**config.mk**
```make
export PLATFORM = sky130hd
export DESIGN_NAME = dual_dtimer
export DESIGN_NICKNAME = d
export VERILOG_FILES = /design/src/rtl/dtimer_pkg.sv /design/src/rtl/dtimer_prescale.sv /design/src/rtl/dtimer_counter.sv /design/src/rtl/dual_dtimer.sv
export SDC_FILE = /design/constraint.sdc
export NUM_CORES = 1
export LEC_CHECK = 0
export ABC_AREA = 1
export BUFFER_PORTS_ARGS = -buffer_cell sky130_fd_sc_hd__buf_4
export CAP_MARGIN = 25
export CORE_ASPECT_RATIO = 0.75
export CORE_MARGIN = 8
export CORE_UTILIZATION = 35
export CTS_CLUSTER_SIZE = 14
export DETAILED_ROUTE_END_ITERATION = 6
export PLACE_DENSITY = 0.52
export REMOVE_ABC_BUFFERS = 1
export SLEW_MARGIN = 40
export SYNTH_ARGS = -nofsm -noshare
export SYNTH_HDL_FRONTEND = slang
export SYNTH_SLANG_ARGS = --single-unit
```
**constraint.sdc**
```tcl
create_clock -name clk -period 1.85 [get_ports clk]
set_clock_uncertainty 0.05 [all_clocks]
set_input_delay 0.2775 -clock clk [delete_from_list [all_inputs] [get_ports clk]]
set_output_delay 0.2775 -clock clk [all_outputs]
set_load 0.01 [all_outputs]
```
**src/rtl/dtimer_pkg.sv**
```systemverilog
package dtimer_pkg;
  localparam int DATA_W = 32;
  localparam int NUM_TMR = 2;
  localparam int DIV_W = 3;
  localparam int PRE_W = 2 ** DIV_W;

  localparam int OFF_CTRL = 'h00;
  localparam int OFF_STAT = 'h04;
  localparam int OFF_TBASE = 'h10;
  localparam int OFF_TSTEP = 'h08;
  localparam int OFF_VAL = 'h04;

  localparam int EN_BIT0 = 0;
  localparam int SRC_BIT0 = 11;
  localparam int DIV_BIT0 = 19;
  localparam int FLAG_STEP = 8;

  typedef struct packed {
    logic             en;
    logic             reload;
    logic             use_ref;
    logic [DIV_W-1:0] div;
  } tmr_cfg_t;
endpackage

```
**src/rtl/dtimer_prescale.sv**
```systemverilog
module dtimer_prescale
  import dtimer_pkg::*;
(
  input  logic             clk,
  input  logic             rst_n,
  input  logic             en,
  input  logic             use_ref,
  input  logic             ref_tick,
  input  logic [DIV_W-1:0] div,
  output logic             tick
);
  logic [PRE_W-1:0] pre_q, pre_d, mask;
  logic             base;

  always_comb begin
    base  = use_ref ? ref_tick : 1'b1;
    mask  = (PRE_W'(1) << div) - PRE_W'(1);
    tick  = en && base && ((pre_q & mask) == mask);
    pre_d = pre_q;
    if (!en)       pre_d = '0;
    else if (base) pre_d = pre_q + PRE_W'(1);
  end

  always_ff @(posedge clk or negedge rst_n) begin
    if (!rst_n) pre_q <= '0;
    else        pre_q <= pre_d;
  end

  assert_tick_en_R10: assert property (@(posedge clk) disable iff (!rst_n)
    tick |-> en);
  assert_restart_R10: assert property (@(posedge clk) disable iff (!rst_n)
    !en |=> (pre_q == '0));
endmodule

```
**src/rtl/dtimer_counter.sv**
```systemverilog
module dtimer_counter #(
  parameter int CNT_W = 32
) (
  input  logic             clk,
  input  logic             rst_n,
  input  logic             en,
  input  logic             tick,
  input  logic             reload_en,
  input  logic             load,
  input  logic [CNT_W-1:0] load_val,
  input  logic [CNT_W-1:0] reload_val,
  output logic [CNT_W-1:0] cnt,
  output logic             expire
);
  logic [CNT_W-1:0] cnt_q, cnt_d;
  logic             zero;

  always_comb begin
    zero   = (cnt_q == '0);
    expire = en && tick && zero;
    cnt_d  = cnt_q;
    if (load)                   cnt_d = load_val;
    else if (expire)            cnt_d = reload_en ? reload_val : '0;
    else if (en && tick)        cnt_d = cnt_q - CNT_W'(1);
  end

  always_ff @(posedge clk or negedge rst_n) begin
    if (!rst_n) cnt_q <= '0;
    else        cnt_q <= cnt_d;
  end

  assign cnt = cnt_q;

  assert_halt_R11: assert property (@(posedge clk) disable iff (!rst_n)
    (!en && !load) |=> $stable(cnt_q));
  assert_dec_R4: assert property (@(posedge clk) disable iff (!rst_n)
    (en && tick && !zero && !load) |=> (cnt_q == $past(cnt_q) - CNT_W'(1)));
  assert_reload_R5: assert property (@(posedge clk) disable iff (!rst_n)
    (expire && reload_en && !load) |=> (cnt_q == $past(reload_val)));
  assert_stop_R6: assert property (@(posedge clk) disable iff (!rst_n)
    (expire && !reload_en && !load) |=> (cnt_q == '0));
endmodule

```
**src/rtl/dual_dtimer.sv**
```systemverilog
module dual_dtimer
  import dtimer_pkg::*;
#(
  parameter int CNT_W = 32,
  parameter int ADDR_W = 8
) (
  input  logic              clk,
  input  logic              rst_n,
  input  logic              bus_en,
  input  logic              bus_we,
  input  logic [ADDR_W-1:0] bus_addr,
  input  logic [31:0]       bus_wdata,
  output logic [31:0]       bus_rdata,
  input  logic              ref_tick,
  output logic [1:0]        irq
);
  tmr_cfg_t         cfg_q [NUM_TMR];
  tmr_cfg_t         cfg_d [NUM_TMR];
  logic [CNT_W-1:0] rel_q [NUM_TMR];
  logic [CNT_W-1:0] rel_d [NUM_TMR];
  logic [CNT_W-1:0] cnt   [NUM_TMR];
  logic [NUM_TMR-1:0] flag_q, flag_d, tick, expire, wr_rel, wr_val;
  logic             wr, wr_ctrl, wr_stat;

  always_comb begin
    wr      = bus_en && bus_we;
    wr_ctrl = wr && (bus_addr == ADDR_W'(OFF_CTRL));
    wr_stat = wr && (bus_addr == ADDR_W'(OFF_STAT));
    for (int i = 0; i < NUM_TMR; i++) begin
      wr_rel[i] = wr && (bus_addr == ADDR_W'(OFF_TBASE + OFF_TSTEP * i));
      wr_val[i] = wr && (bus_addr == ADDR_W'(OFF_TBASE + OFF_TSTEP * i + OFF_VAL));
    end
  end

  // next state of the shared control, reload and status registers
  always_comb begin
    for (int i = 0; i < NUM_TMR; i++) begin
      cfg_d[i] = cfg_q[i];
      if (wr_ctrl) begin
        cfg_d[i].en      = bus_wdata[EN_BIT0 + 2 * i];
        cfg_d[i].reload  = bus_wdata[EN_BIT0 + 2 * i + 1];
        cfg_d[i].use_ref = bus_wdata[SRC_BIT0 + i];
        cfg_d[i].div     = bus_wdata[DIV_BIT0 + DIV_W * i +: DIV_W];
      end else if (expire[i] && !cfg_q[i].reload) begin
        cfg_d[i].en = 1'b0;
      end
      rel_d[i]  = wr_rel[i] ? CNT_W'(bus_wdata) : rel_q[i];
      flag_d[i] = (flag_q[i] && !(wr_stat && !bus_wdata[FLAG_STEP * i])) || expire[i];
    end
  end

  always_ff @(posedge clk or negedge rst_n) begin
    if (!rst_n) begin
      for (int i = 0; i < NUM_TMR; i++) begin
        cfg_q[i] <= '0;
        rel_q[i] <= '0;
      end
      flag_q <= '0;
    end else begin
      for (int i = 0; i < NUM_TMR; i++) begin
        cfg_q[i] <= cfg_d[i];
        rel_q[i] <= rel_d[i];
      end
      flag_q <= flag_d;
    end
  end

  for (genvar g = 0; g < NUM_TMR; g++) begin : g_tmr
    dtimer_prescale i_pre (
      .clk      (clk),
      .rst_n    (rst_n),
      .en       (cfg_q[g].en),
      .use_ref  (cfg_q[g].use_ref),
      .ref_tick (ref_tick),
      .div      (cfg_q[g].div),
      .tick     (tick[g])
    );
    dtimer_counter #(.CNT_W(CNT_W)) i_cnt (
      .clk        (clk),
      .rst_n      (rst_n),
      .en         (cfg_q[g].en),
      .tick       (tick[g]),
      .reload_en  (cfg_q[g].reload),
      .load       (wr_val[g]),
      .load_val   (CNT_W'(bus_wdata)),
      .reload_val (rel_q[g]),
      .cnt        (cnt[g]),
      .expire     (expire[g])
    );

    assert_flag_set_R7: assert property (@(posedge clk) disable iff (!rst_n)
      expire[g] |=> flag_q[g]);
    assert_oneshot_off_R6: assert property (@(posedge clk) disable iff (!rst_n)
      (expire[g] && !cfg_q[g].reload && !wr_ctrl) |=> !cfg_q[g].en);
  end

  always_comb begin
    bus_rdata = '0;
    if (bus_addr == ADDR_W'(OFF_CTRL)) begin
      for (int i = 0; i < NUM_TMR; i++) begin
        bus_rdata[EN_BIT0 + 2 * i]              = cfg_q[i].en;
        bus_rdata[EN_BIT0 + 2 * i + 1]          = cfg_q[i].reload;
        bus_rdata[SRC_BIT0 + i]                 = cfg_q[i].use_ref;
        bus_rdata[DIV_BIT0 + DIV_W * i +: DIV_W] = cfg_q[i].div;
      end
    end else if (bus_addr == ADDR_W'(OFF_STAT)) begin
      for (int i = 0; i < NUM_TMR; i++) bus_rdata[FLAG_STEP * i] = flag_q[i];
    end else begin
      for (int i = 0; i < NUM_TMR; i++) begin
        if (bus_addr == ADDR_W'(OFF_TBASE + OFF_TSTEP * i))
          bus_rdata = DATA_W'(rel_q[i]);
        if (bus_addr == ADDR_W'(OFF_TBASE + OFF_TSTEP * i + OFF_VAL))
          bus_rdata = DATA_W'(cnt[i]);
      end
    end
  end

  assign irq = flag_q;

  assert_irq_low_R8: assert property (@(posedge clk) disable iff (!rst_n)
    (!$past(flag_d[0]) && !$past(flag_d[1])) |-> (irq == 2'b00));
endmodule

```
Word level (Yosys, flattened, before mapping)
Cells that the tools add are included.
{"block": "totals", "reg_bits": 158, "inputBits": 45, "output_inout_bits": 34}
{"block": "classes", "n_addsub": 6, "eq_ne": 9, "shift": 2, "mux": 32, "n_bitwise": 2, "n_reduce_logical": 36}
{"cell": "32-bit 2-to-1 mux", "count": 12}
{"cell": "32-bit logical NOT", "count": 2}
{"cell": "32-bit by 1-bit subtractor with 32-bit output, second input constant", "count": 2}
{"cell": "8-bit by 5-bit equality test with 1-bit output, second input constant", "count": 4}
{"cell": "8-bit 2-to-1 mux", "count": 4}
{"cell": "23-bit 2-to-1 mux", "count": 1}
{"cell": "1-bit logical AND", "count": 21}
{"cell": "7-bit 2-to-1 mux", "count": 3}
{"cell": "8-bit by 1-bit adder with 8-bit output, second input constant", "count": 2}
{"cell": "8-bit bitwise AND", "count": 2}
{"cell": "8-bit equality test", "count": 2}
{"cell": "1-bit by 3-bit << shifter with 8-bit output, first input constant", "count": 2}
{"cell": "8-bit by 2-bit subtractor with 8-bit output, second input constant", "count": 2}
{"cell": "6-bit 2-to-1 mux", "count": 2}
{"cell": "8-bit by 3-bit equality test with 1-bit output, second input constant", "count": 1}
{"cell": "8-bit logical NOT", "count": 1}
{"cell": "1-bit 2-to-1 mux", "count": 8}
{"cell": "1-bit logical NOT", "count": 6}
{"cell": "3-bit nonzero test", "count": 2}
{"cell": "4-bit 2-to-1 mux", "count": 1}
{"cell": "2-bit by 1-bit inequality test with 1-bit output, second input constant", "count": 2}
{"cell": "2-bit nonzero test", "count": 2}
{"cell": "1-bit logical OR", "count": 2}
{"cell": "2-bit 2-to-1 mux", "count": 1}

Longest topological paths before layout
Gate-level depths: netlist of run 1.
{"block": "depth", "word_depth": 10, "ltp_mapped": 17, "mapped_depth_nobuf": 15}

Modules after synthesis
Synthesis of run 1 repeated with hierarchy kept, for this count alone.
{"block": "hier_totals", "hier_cells": 1763, "area_unflattened_um2": 11105.7}
{"module": "dtimer_counter", "n_inst": 2, "cells_per_inst": 510, "area_per_inst_um2": 2970.3, "seq_area_each_um2": 800.8}
{"module": "dual_dtimer", "n_inst": 1, "cells_per_inst": 611, "area_per_inst_um2": 4239.1, "seq_area_each_um2": 1951.9}
{"module": "dtimer_prescale", "n_inst": 2, "cells_per_inst": 66, "area_per_inst_um2": 462.9, "seq_area_each_um2": 175.2}

Least setup slack after synthesis of run 1
Ideal clock, no wire load.
{"block": "synth_timing", "path_kind": "register to register", "from": "register cfg_q[1] (netlist name)", "to": "register g_tmr[1].i_cnt.cnt_q[2]", "setup_ns": 0.116, "t_arrival_ns": 1.876, "required_ns": 1.684, "setup_slack_ns": -0.192, "path_stages_with_launch": 15, "path_buffers": 2, "synth_period_minus_slack_ns": 2.042, "cell_sequence": "dfrtp_1 > buf_2 > inv_2 > nand3_2 > ha_1 > nor2_1 > a21oi_1 > nand3_1 > nor2_1 > nand3_2 > buf_4 > a21oi_1 > nand2_1 > nand2_1 > nand2_1"}
{"block": "synth_between", "elab_chain_len": 9}
{"element": "start: declaration", "line": "dual_dtimer.sv:17", "source": "tmr_cfg_t cfg_q [NUM_TMR];"}
{"element": "start signal: indexed assignment", "line": "dual_dtimer.sv:61", "source": "cfg_q[i] <= cfg_d[i];"}
{"element": "1-bit by 3-bit << shifter with 8-bit output *", "line": "dtimer_prescale.sv:17", "source": "mask = (PRE_W'(1) << div) - PRE_W'(1);"}
{"element": "8-bit by 2-bit subtractor with 8-bit output *", "line": "dtimer_prescale.sv:17"}
{"element": "8-bit bitwise AND", "line": "dtimer_prescale.sv:18", "source": "tick = en && base && ((pre_q & mask) == mask);"}
{"element": "8-bit equality test *", "line": "dtimer_prescale.sv:18"}
{"element": "1-bit logical AND *", "line": "dtimer_prescale.sv:18"}
{"element": "1-bit logical AND *", "line": "dtimer_counter.sv:20, dtimer_counter.sv:24"}
{"element": "1-bit logical AND", "line": "dtimer_counter.sv:20", "source": "expire = en && tick && zero;"}
{"element": "32-bit 2-to-1 mux", "line": "dtimer_counter.sv:23", "source": "else if (expire) cnt_d = reload_en ? reload_val : '0;"}
{"element": "32-bit 2-to-1 mux", "line": "dtimer_counter.sv:22", "source": "if (load) cnt_d = load_val;"}
{"element": "end signal: assignment", "line": "dtimer_counter.sv:29", "source": "else cnt_q <= cnt_d;"}
{"element": "end: declaration", "line": "dtimer_counter.sv:15", "source": "logic [CNT_W-1:0] cnt_q, cnt_d;"}
Mark *: on every way between the ends. The rest lies on a longest branch, timed or not.
A chain may end at the register's enable or synchronous reset.

Worst setup path after layout of run 1
{"block": "layout_timing", "from": "input bus_addr[1]", "to": "output bus_rdata[28]"}
{"block": "layout_between", "elab_chain_len": 7}
{"element": "start: declaration", "line": "dual_dtimer.sv:11", "source": "input logic [ADDR_W-1:0] bus_addr,"}
{"element": "8-bit by 5-bit equality test with 1-bit output", "line": "dual_dtimer.sv:110", "source": "if (bus_addr == ADDR_W'(OFF_TBASE + OFF_TSTEP * i))"}
{"element": "32-bit 2-to-1 mux", "line": "dual_dtimer.sv:110"}
{"element": "32-bit 2-to-1 mux", "line": "dual_dtimer.sv:112", "source": "if (bus_addr == ADDR_W'(OFF_TBASE + OFF_TSTEP * i + OFF_VAL))"}
{"element": "32-bit 2-to-1 mux", "line": "dual_dtimer.sv:110"}
{"element": "32-bit 2-to-1 mux", "line": "dual_dtimer.sv:112"}
{"element": "23-bit 2-to-1 mux", "line": "dual_dtimer.sv:106", "source": "end else if (bus_addr == ADDR_W'(OFF_STAT)) begin"}
{"element": "7-bit 2-to-1 mux *", "line": "dual_dtimer.sv:99", "source": "if (bus_addr == ADDR_W'(OFF_CTRL)) begin"}
{"element": "end: declaration", "line": "dual_dtimer.sv:13", "source": "output logic [31:0] bus_rdata,"}
Marked as above.

==> metrics.sh, run 1 <==
CLOCK_TREE_FROM_TRITONCTS='done'
GRT_PASS1_VIAS=11700
GRT_REMAINING_OVERFLOW=0
DRC=0
ROUTED_VIA_DENSITY=5.32
SYNTHTOLAYOUTAREAGROWTH_PCT=59.7
TRACK_USAGE_PCT=26.8
LEAKAGE_uW=0.00820
SYNTH.AREA.TOP_CELLS='sky130_fd_sc_hd__dfrtp_1, sky130_fd_sc_hd__nand2_1, sky130_fd_sc_hd__o21ai_0'
TIMING.CRITICAL_PATH.REQUIRED_NS=1.52
LAYOUT_COMMONEST_CELL='sky130_fd_sc_hd__nand2_1'
CRITPATHCAPTURETYPE='primary output'
NUMPORTBUFFERS=78
NETLIST_AREA_SQ_MM=0.0104
TOTAL_POWER_CONSUMPTION_OF_THE_ROUTED_DESIGN_uW=18800
YOSYSTOPAREACELL='sky130_fd_sc_hd__dfrtp_1'
GP_CONGESTION=0.951
STARTPOINT_TYPE='primary input'
RESULT_OF_THE_RUN='finished with violations'
GRT_ANTENNA_BEFORE_REPAIR=0
FFS_LATCHES_SYNTH=156
SYNTHDOMINANTCELLAREASHARE_PCT=37.5
FILL_CELLS=2773
WORST_SLEW_MARGIN_REL_PCT=61.6
LAYOUT-DRIVE-GT1-SHARE_PCT=37.9
ANTENNA_CELLS=0
FINAL.MIN_CLOCK_PERIOD_NS=2.36
DIE_WIDTH_UM=215
INITIAL_CELL_DENSITY_OF_THE_CORE_PCT=35.7
IO_PINS=79
SYN-INSTANCE-COUNT=1567
FP-ROW-COUNT=54
FP.DIEH_UM=165
GRT_START_MAX_NET_PINS=65
CLKTRANSATPATHREGS_NS=0.07
HOLDCRITPATHCLASS='primary input to flop'
FLOORPLAN.CORE_AREA_SQ_MM=0.0292
CRITICAL_PATH_PEAK_FANOUT=11
CLOCK_TREE.HTREE_LEVEL_COUNT=4
FINAL_CRITICAL_PATH_SETUP_SLACK_NS=-0.512
PRE_CTS_SLACK_NS=-0.739
LAYOUT.NETS=2005
CLOCK-SINKS=156
FIN_CRIT_SH_PCT=128
COMMONEST_NON_FILL_NON_TAP_CELLS_IN_THE_LAYOUT='sky130_fd_sc_hd__nand2_1, sky130_fd_sc_hd__buf_4, sky130_fd_sc_hd__dfrtp_1, sky130_fd_sc_hd__inv_1, sky130_fd_sc_hd__nor2_1'
DRT.ANTENNA.VIOLATING_NETS=0
WORSTSKEWPAIRLATENCY_NS=0.45
POWER.DENSITY_CELL_AREA_mW_PER_MM2=1130
FINALSETUPVIOLATIONS=97
DRT_FIRST_PASS_ITERS=5
ACTUAL_SLEW_AT_THE_WORST_MAX_SLEW_PIN_NS=0.574
GRT_FIRST_PASS_WIRELENGTH_UM=72600
CTS-ROOT-BUF='sky130_fd_sc_hd__clkbuf_16'
RSZ0062_AT_GRT='yes'
MAXSLEWVIOLCOUNT=0
DIE_AREA_SQ_MM=0.0356
YOSYS_WARNINGS=0
WORST_EP_ARRIVAL_TIME_NS=2.03
SYNTH_SEQUENTIAL_AREA_RATIO_PCT=37.5
CTS.PATH.MAX_BUFFERS=2
YS_TYPES=42
REPORT.FINAL.HOLD_VIOL_COUNT=0
VDD.IR_DROP.WORST_V=0.000629
DETAILEDROUTE.FIRSTITERATIONVIOLATIONS=1386
PLACE_HPWL_UM=35000
VIAS=12600
TRITONCTS_BUFFER_COUNT=17
ROUTED_WIRELENGTH_UM=49400
FMAX_MHz=423
ROUTEDWLPERCELL_UM=20.9
CAP_VIOLATIONS=0
SYNTH_AREA_PER_CELL_SQ_UM=6.65
VIOLATIONS='setup timing'
TIMING_WORST_SETUP_PATH_TYPE='primary input to primary output'
## Yosys cell counts
master                      count
sky130_fd_sc_hd__a211oi_1       5
sky130_fd_sc_hd__nand3_1      100
sky130_fd_sc_hd__nand2_1      524
sky130_fd_sc_hd__buf_6          2
sky130_fd_sc_hd__nor2_4         3
sky130_fd_sc_hd__nand3b_1       5
sky130_fd_sc_hd__nand3_2        4
sky130_fd_sc_hd__a21oi_1       42
sky130_fd_sc_hd__nor3_4         1
sky130_fd_sc_hd__nor2_2        13
sky130_fd_sc_hd__o211ai_1      26
sky130_fd_sc_hd__or2_2          1
sky130_fd_sc_hd__buf_2         25
sky130_fd_sc_hd__clkbuf_1      29
sky130_fd_sc_hd__nor3_2         4
sky130_fd_sc_hd__dfrtp_1      156
sky130_fd_sc_hd__o21a_1         2
sky130_fd_sc_hd__clkinv_1       3
sky130_fd_sc_hd__a31oi_1        4
sky130_fd_sc_hd__inv_1        161
sky130_fd_sc_hd__xor2_1        33
sky130_fd_sc_hd__nor3_1        16
sky130_fd_sc_hd__o22ai_1       33
sky130_fd_sc_hd__a311oi_1       1
sky130_fd_sc_hd__buf_4          6
sky130_fd_sc_hd__nand4_2        1
sky130_fd_sc_hd__nor4_1         1
sky130_fd_sc_hd__nor2_8         2
sky130_fd_sc_hd__nand2_2        5
sky130_fd_sc_hd__o221ai_1       1
sky130_fd_sc_hd__ha_1           5
sky130_fd_sc_hd__a32oi_1        4
sky130_fd_sc_hd__o21bai_1       1
sky130_fd_sc_hd__nor2_1       141
sky130_fd_sc_hd__o21ai_1       34
sky130_fd_sc_hd__nand4_1       19
sky130_fd_sc_hd__o211a_1        1
sky130_fd_sc_hd__and2_1         1
sky130_fd_sc_hd__o21ai_0      136
sky130_fd_sc_hd__o2111ai_1      1
sky130_fd_sc_hd__inv_2         11
sky130_fd_sc_hd__xnor2_1        4
## power breakdown
part	internal, uW	switching [uW]	total (uW)
Sequential	4180	622	4800
Clock	2010	1690	3700
Combinational	4620	5710	10300
## area by class of cell
type / count / area, sq um / area share (%)
Clock inverter: 15 / 163 / 0.978
Tap cell: 392 / 490 / 2.95
Clock buffer: 17 / 425 / 2.56
Multi-Input combinational cell: 1175 / 6800 / 40.9
Sequential cell: 156 / 3900 / 23.5
Timing Repair Buffer: 430 / 4160 / 25.0
Inverter: 175 / 694 / 4.17
## timing repair
action / 4_1_cts / 5_1_grt
endpoints found under the hold margin: 36 / 0
hold buffers: 4 / 0
pin swaps: 65 / 106
buffers inserted: 47 / 35
endpoints found under the setup margin: 88 / 100
resized for setup: 235 / 246
gates cloned: 16 / 4
## per-layer routing
layer / track usage, % / wire length (um)
met1: 38.8 / 22500
met2: 40.1 / 21500
met3: 5.70 / 4310
met4: 6.73 / 1180
met5: 0 / 0
## cells by family after synthesis
family                   count (synthesis)  synth area share, %
XOR/XNOR                                37                 3.11
buffers and inverters                  237                 9.20
AND/OR/NAND/NOR                        841                 34.1
AO/OA/AOI/OAI                          291                 15.5
adder cells (fa/ha/maj)                  5                0.601
flip-flops                             156                 37.5
## worst paths after layout
kind                                          from                      end  slack (ns)  cells past startpoint
max                                    bus_addr[1]            bus_rdata[28]       -0.51                     11
min                                  bus_wdata[21]   g_tmr[0].i_cnt.cnt[21]        0.01                      3
max reg2reg                               cfg_q[0]    g_tmr[1].i_cnt.cnt[3]       -0.37                     14
min reg2reg                g_tmr[0].i_pre.pre_q[6]  g_tmr[0].i_pre.pre_q[6]        0.46                      1
max in group asynchronous                    rst_n   g_tmr[1].i_cnt.cnt[11]        0.84                      3
min in group asynchronous                    rst_n  g_tmr[0].i_pre.pre_q[2]        0.28                      2
## critical path, cell delays in order
cell and delay [ns]:
sky130_fd_sc_hd__buf_4 0.13, sky130_fd_sc_hd__nor2_4 0.15, sky130_fd_sc_hd__nand2_2 0.10, sky130_fd_sc_hd__nor3_4 0.26
sky130_fd_sc_hd__clkinv_2 0.11, sky130_fd_sc_hd__buf_8 0.17, sky130_fd_sc_hd__buf_12 0.16, sky130_fd_sc_hd__o211ai_1 0.28
sky130_fd_sc_hd__o21ai_1 0.14, sky130_fd_sc_hd__o21ai_1 0.11, sky130_fd_sc_hd__buf_4 0.14
## sequential cells by signal, summed over array words and instances, names as in the netlist
| name | count |
|---|---|
| rel_q | 64 |
| g_tmr.i_pre.pre_q | 14 |
| cfg_q | 12 |
| irq | 2 |
| g_tmr.i_cnt.cnt | 64 |
## through the flow
step	TNS (ns)	cell area [sq um]	hold slack [ns]	std cells	util [%]
floorplan	-108.06	10100	-0.0681	1505	-
finish	-24.35	16600	0.0107	2360	57.0
global placement	-28.91	13400	0.191	2237	46.1
global route	-33.54	16600	0.0158	2360	57.0
detailed placement	-31.13	13400	0.193	2237	46.1
CTS	-21.34	15500	0.00390	2331	53.2
Power figures use the tool's default switching activity.
==> run 2: changes to the inputs <==
--- a/config.mk
+++ b/config.mk
@@ -10,10 +10,10 @@
 export CAP_MARGIN = 25
 export CORE_ASPECT_RATIO = 0.75
 export CORE_MARGIN = 8
-export CORE_UTILIZATION = 35
+export CORE_UTILIZATION = 29
 export CTS_CLUSTER_SIZE = 14
 export DETAILED_ROUTE_END_ITERATION = 6
-export PLACE_DENSITY = 0.52
+export PLACE_DENSITY = 0.45
 export REMOVE_ABC_BUFFERS = 1
 export SLEW_MARGIN = 40
 export SYNTH_ARGS = -nofsm -noshare
==> run 2 against run 1 <==
  * The flow still finishes with violations (setup timing)
  * Combinational power barely moved
  * Clock power is 8.9% lower
  * Die area rose by 19%
  * Sequential share of layout area grew 0.29 points
  * Worst setup slack improved by 0.15 ns
  * Register-to-register slack hardly changed
  * Count of clock-buffer cells in the layout grew 1
  * Global-route usage fell by 5.2 points
  * Design area down 1.2%
  * First-iteration DRC count decreased by 13%
  * Largest cell class unchanged
==> metrics.sh, run 2 (synthesis gave the netlist of run 1 again) <==
LEAKAGE_uW=0.00799  # -2.5%
FINALSETUPVIOLATIONS=84  # -13%
FINAL.MIN_CLOCK_PERIOD_NS=2.21  # -0.149 ns
LAYOUT.NETS=1984  # -1.0%
CRITICAL_PATH_PEAK_FANOUT=6  # -5
NUMPORTBUFFERS=78  # unchanged
FIN_CRIT_SH_PCT=120  # -8.1 points
VDD.IR_DROP.WORST_V=0.000643  # +2.1%
DRT_FIRST_PASS_ITERS=6  # +1
DIE_AREA_SQ_MM=0.0423  # +19%
CRIT_PATH_TOP_DELAY_CELL='sky130_fd_sc_hd__dfrtp_1'
PLACEDINSTANCEAREA_SQ_MM=0.0135  # +0.61%
ROUTED_VIA_DENSITY=5.03  # -5.4%
CLKTRANSATPATHREGS_NS=0.07  # about the same
ANTENNA_CELLS=0  # unchanged
GRT_START_MAX_NET_PINS=52  # -20%
DIE_WIDTH_UM=235  # +9.1%
ROUTED_WIRELENGTH_UM=48700  # -1.4%
DRT.ANTENNA.VIOLATING_NETS=0  # unchanged
LAYOUT-DRIVE-GT1-SHARE_PCT=37.2  # -0.67 points
HOLDCRITPATHCLASS='primary input to flop'
FP.DIEH_UM=180  # +8.9%
POWER.DENSITY_CELL_AREA_mW_PER_MM2=1130  # -0.23%
GRT_ANTENNA_BEFORE_REPAIR=2  # +2
PRE_CTS_SLACK_NS=-0.502  # +0.237 ns
CP_CELL_SEQUENCE='inv_2 -> nand3_4 -> ha_4 -> nor2_2 -> a21oi_2 -> nand3_2 -> nor2_4 -> nand3_4 -> buf_4 -> buf_12 -> o21ai_0 -> nand2_1 -> nand3_2'
NUMPLACEDINSTANCES=2312  # +3.4%
INITIAL_CELL_DENSITY_OF_THE_CORE_PCT=29.2  # -6.5 points
STDCELL_AREA_SQ_MM=0.0164  # -1.2%
STARTPOINT_TYPE='flop'
FINALNONFILLERCELLS=2412  # +2.2%
CLOCK_TREE_FROM_TRITONCTS='done'
DETAILEDROUTE.FIRSTITERATIONVIOLATIONS=1205  # -13%
PLACE_HPWL_UM=35800  # +2.3%
RSZ0062_AT_GRT='yes'
FILL_CELLS=3608  # +30%
ROUTEDWLPERCELL_UM=20.2  # -3.5%
VIOLATIONS='setup timing'
CAP_VIOLATIONS=0  # unchanged
GP_CONGESTION=0.918  # -3.5%
CPLARGESTDELAYFAMILY='simple AND/OR/NAND/NOR gates'
CTS.PATH.MAX_BUFFERS=2  # unchanged
COMMONEST_NON_FILL_NON_TAP_CELLS_IN_THE_LAYOUT='sky130_fd_sc_hd__nand2_1, sky130_fd_sc_hd__buf_4, sky130_fd_sc_hd__dfrtp_1, sky130_fd_sc_hd__inv_1, sky130_fd_sc_hd__nor2_1'
CTS-ROOT-BUF='sky130_fd_sc_hd__clkbuf_16'
IO_PINS=79  # unchanged
CLOCK-SINKS=156  # unchanged
REPORT.FINAL.HOLD_VIOL_COUNT=0  # unchanged
VIAS=12100  # -3.3%
CRITPATHCAPTURETYPE='flop'
ACTUAL_SLEW_AT_THE_WORST_MAX_SLEW_PIN_NS=0.490  # -0.0835 ns
TIMING_WORST_SETUP_PATH_TYPE='flop to flop'
WORST_EP_ARRIVAL_TIME_NS=2.55  # +0.52 ns
CRITICAL_PATH_MAX_STAGE_DELAY_NS=0.42  # +0.14 ns
MAXSLEWVIOLCOUNT=0  # unchanged
DRC=0  # unchanged
WORSTSKEWPAIRLATENCY_NS=0.45  # about the same
TRITONCTS_BUFFER_COUNT=17  # unchanged
LAYOUT_COMMONEST_CELL='sky130_fd_sc_hd__nand2_1'
FINAL_CRITICAL_PATH_SETUP_SLACK_NS=-0.363  # +0.149 ns
FMAX_MHz=452  # +6.7%
WORST_SLEW_MARGIN_REL_PCT=67.2  # +5.6 points
CLOCK_TREE.HTREE_LEVEL_COUNT=4  # unchanged
GRT_REMAINING_OVERFLOW=0  # unchanged
PATH_BUF_INV=3  # -2
GRT_FIRST_PASS_WIRELENGTH_UM=70600  # -2.8%
TIMING.CRITICAL_PATH.REQUIRED_NS=2.18  # +0.66 ns
SYNTHTOLAYOUTAREAGROWTH_PCT=57.9
FLOORPLAN.CORE_AREA_SQ_MM=0.0357  # +22%
GRT_PASS1_VIAS=11500  # -1.4%
FP-ROW-COUNT=60  # +11%
TRACK_USAGE_PCT=21.6  # -5.2 points
RESULT_OF_THE_RUN='finished with violations'
## run 2: cell count changes in the layout (fill, tap and decap cells not counted), sizes merged
cell	delta
nand2	+1
buf	-21
inv	-2
dlygate4sd3	-3
bufinv	-2
clkinv	+3
nor2	-1
clkbuf	+4
## run 2: repair_timing
action / 4_1_cts / 5_1_grt
pin swaps: 76 / 106
hold endpoints to repair: 27 / 0
cloned: 5 / 9
hold buffers: 1 / 0
setup endpoints to repair: 99 / 100
gates resized for setup: 207 / 251
setup buffers: 40 / 23
## run 2: per-layer routing
layer	vias to the layer above	track usage, %	wire [um]
met5	-	0	0
met4	0	4.90	1060
met3	65	3.94	3410
met2	423	32.7	21400
met1	5829	31.3	22900
li1	5821	-	-
## run 2: final cells by class
type	instances	area [sq um]	share of cell area [%]
multi-input combinational	1175	6840	41.6
sequential	156	3910	23.8
timing repair buffer	409	3880	23.6
inverter	175	701	4.26
tap	465	582	3.54
clock buffer	18	439	2.67
clock inverter	14	96.3	0.586
## run 2: worst paths after layout
| check | slack (ns) | end | start | cells past startpoint |
|---|---|---|---|---|
| worst max-delay path | -0.36 | g_tmr[1].i_cnt.cnt[6] | cfg_q[0] | 13 |
| worst min-delay path | 0.01 | cfg_q[4] | bus_wdata[3] | 2 |
| worst max register to register | -0.36 | g_tmr[1].i_cnt.cnt[6] | cfg_q[0] | 13 |
| worst min register to register | 0.46 | g_tmr[0].i_pre.pre_q[6] | g_tmr[0].i_pre.pre_q[6] | 1 |
| max in group asynchronous | 0.86 | g_tmr[0].i_cnt.cnt[17] | rst_n | 3 |
| min in group asynchronous | 0.24 | g_tmr[1].i_pre.pre_q[3] | rst_n | 2 |
## run 2: per-stage QoR
| stage | setup TNS (ns) | hold WS, ns | util, % | total power [uW] |
|---|---|---|---|---|
| 4_1_cts | -15.68 | 0.000246 | 42.4 | 17200 |
| 6_report | -18.07 | 0.0141 | 46.1 | 18600 |
| 3_3_place_gp | -24.53 | 0.151 | 37.9 | 13100 |
| 3_5_place_dp | -28.61 | 0.149 | 37.9 | 13100 |
| 5_1_grt | -25.63 | 0.0149 | 46.1 | 19800 |
| 2_1_floorplan | -108.06 | -0.0681 | - | 8870 |
## run 2: power by group
group | total, uW | internal [uW] | switching [uW]
Clock | 3370 | 1750 | 1620
Sequential | 4840 | 4190 | 659
Combinational | 10400 | 4670 | 5700
Total | 18600 | 10600 | 7980
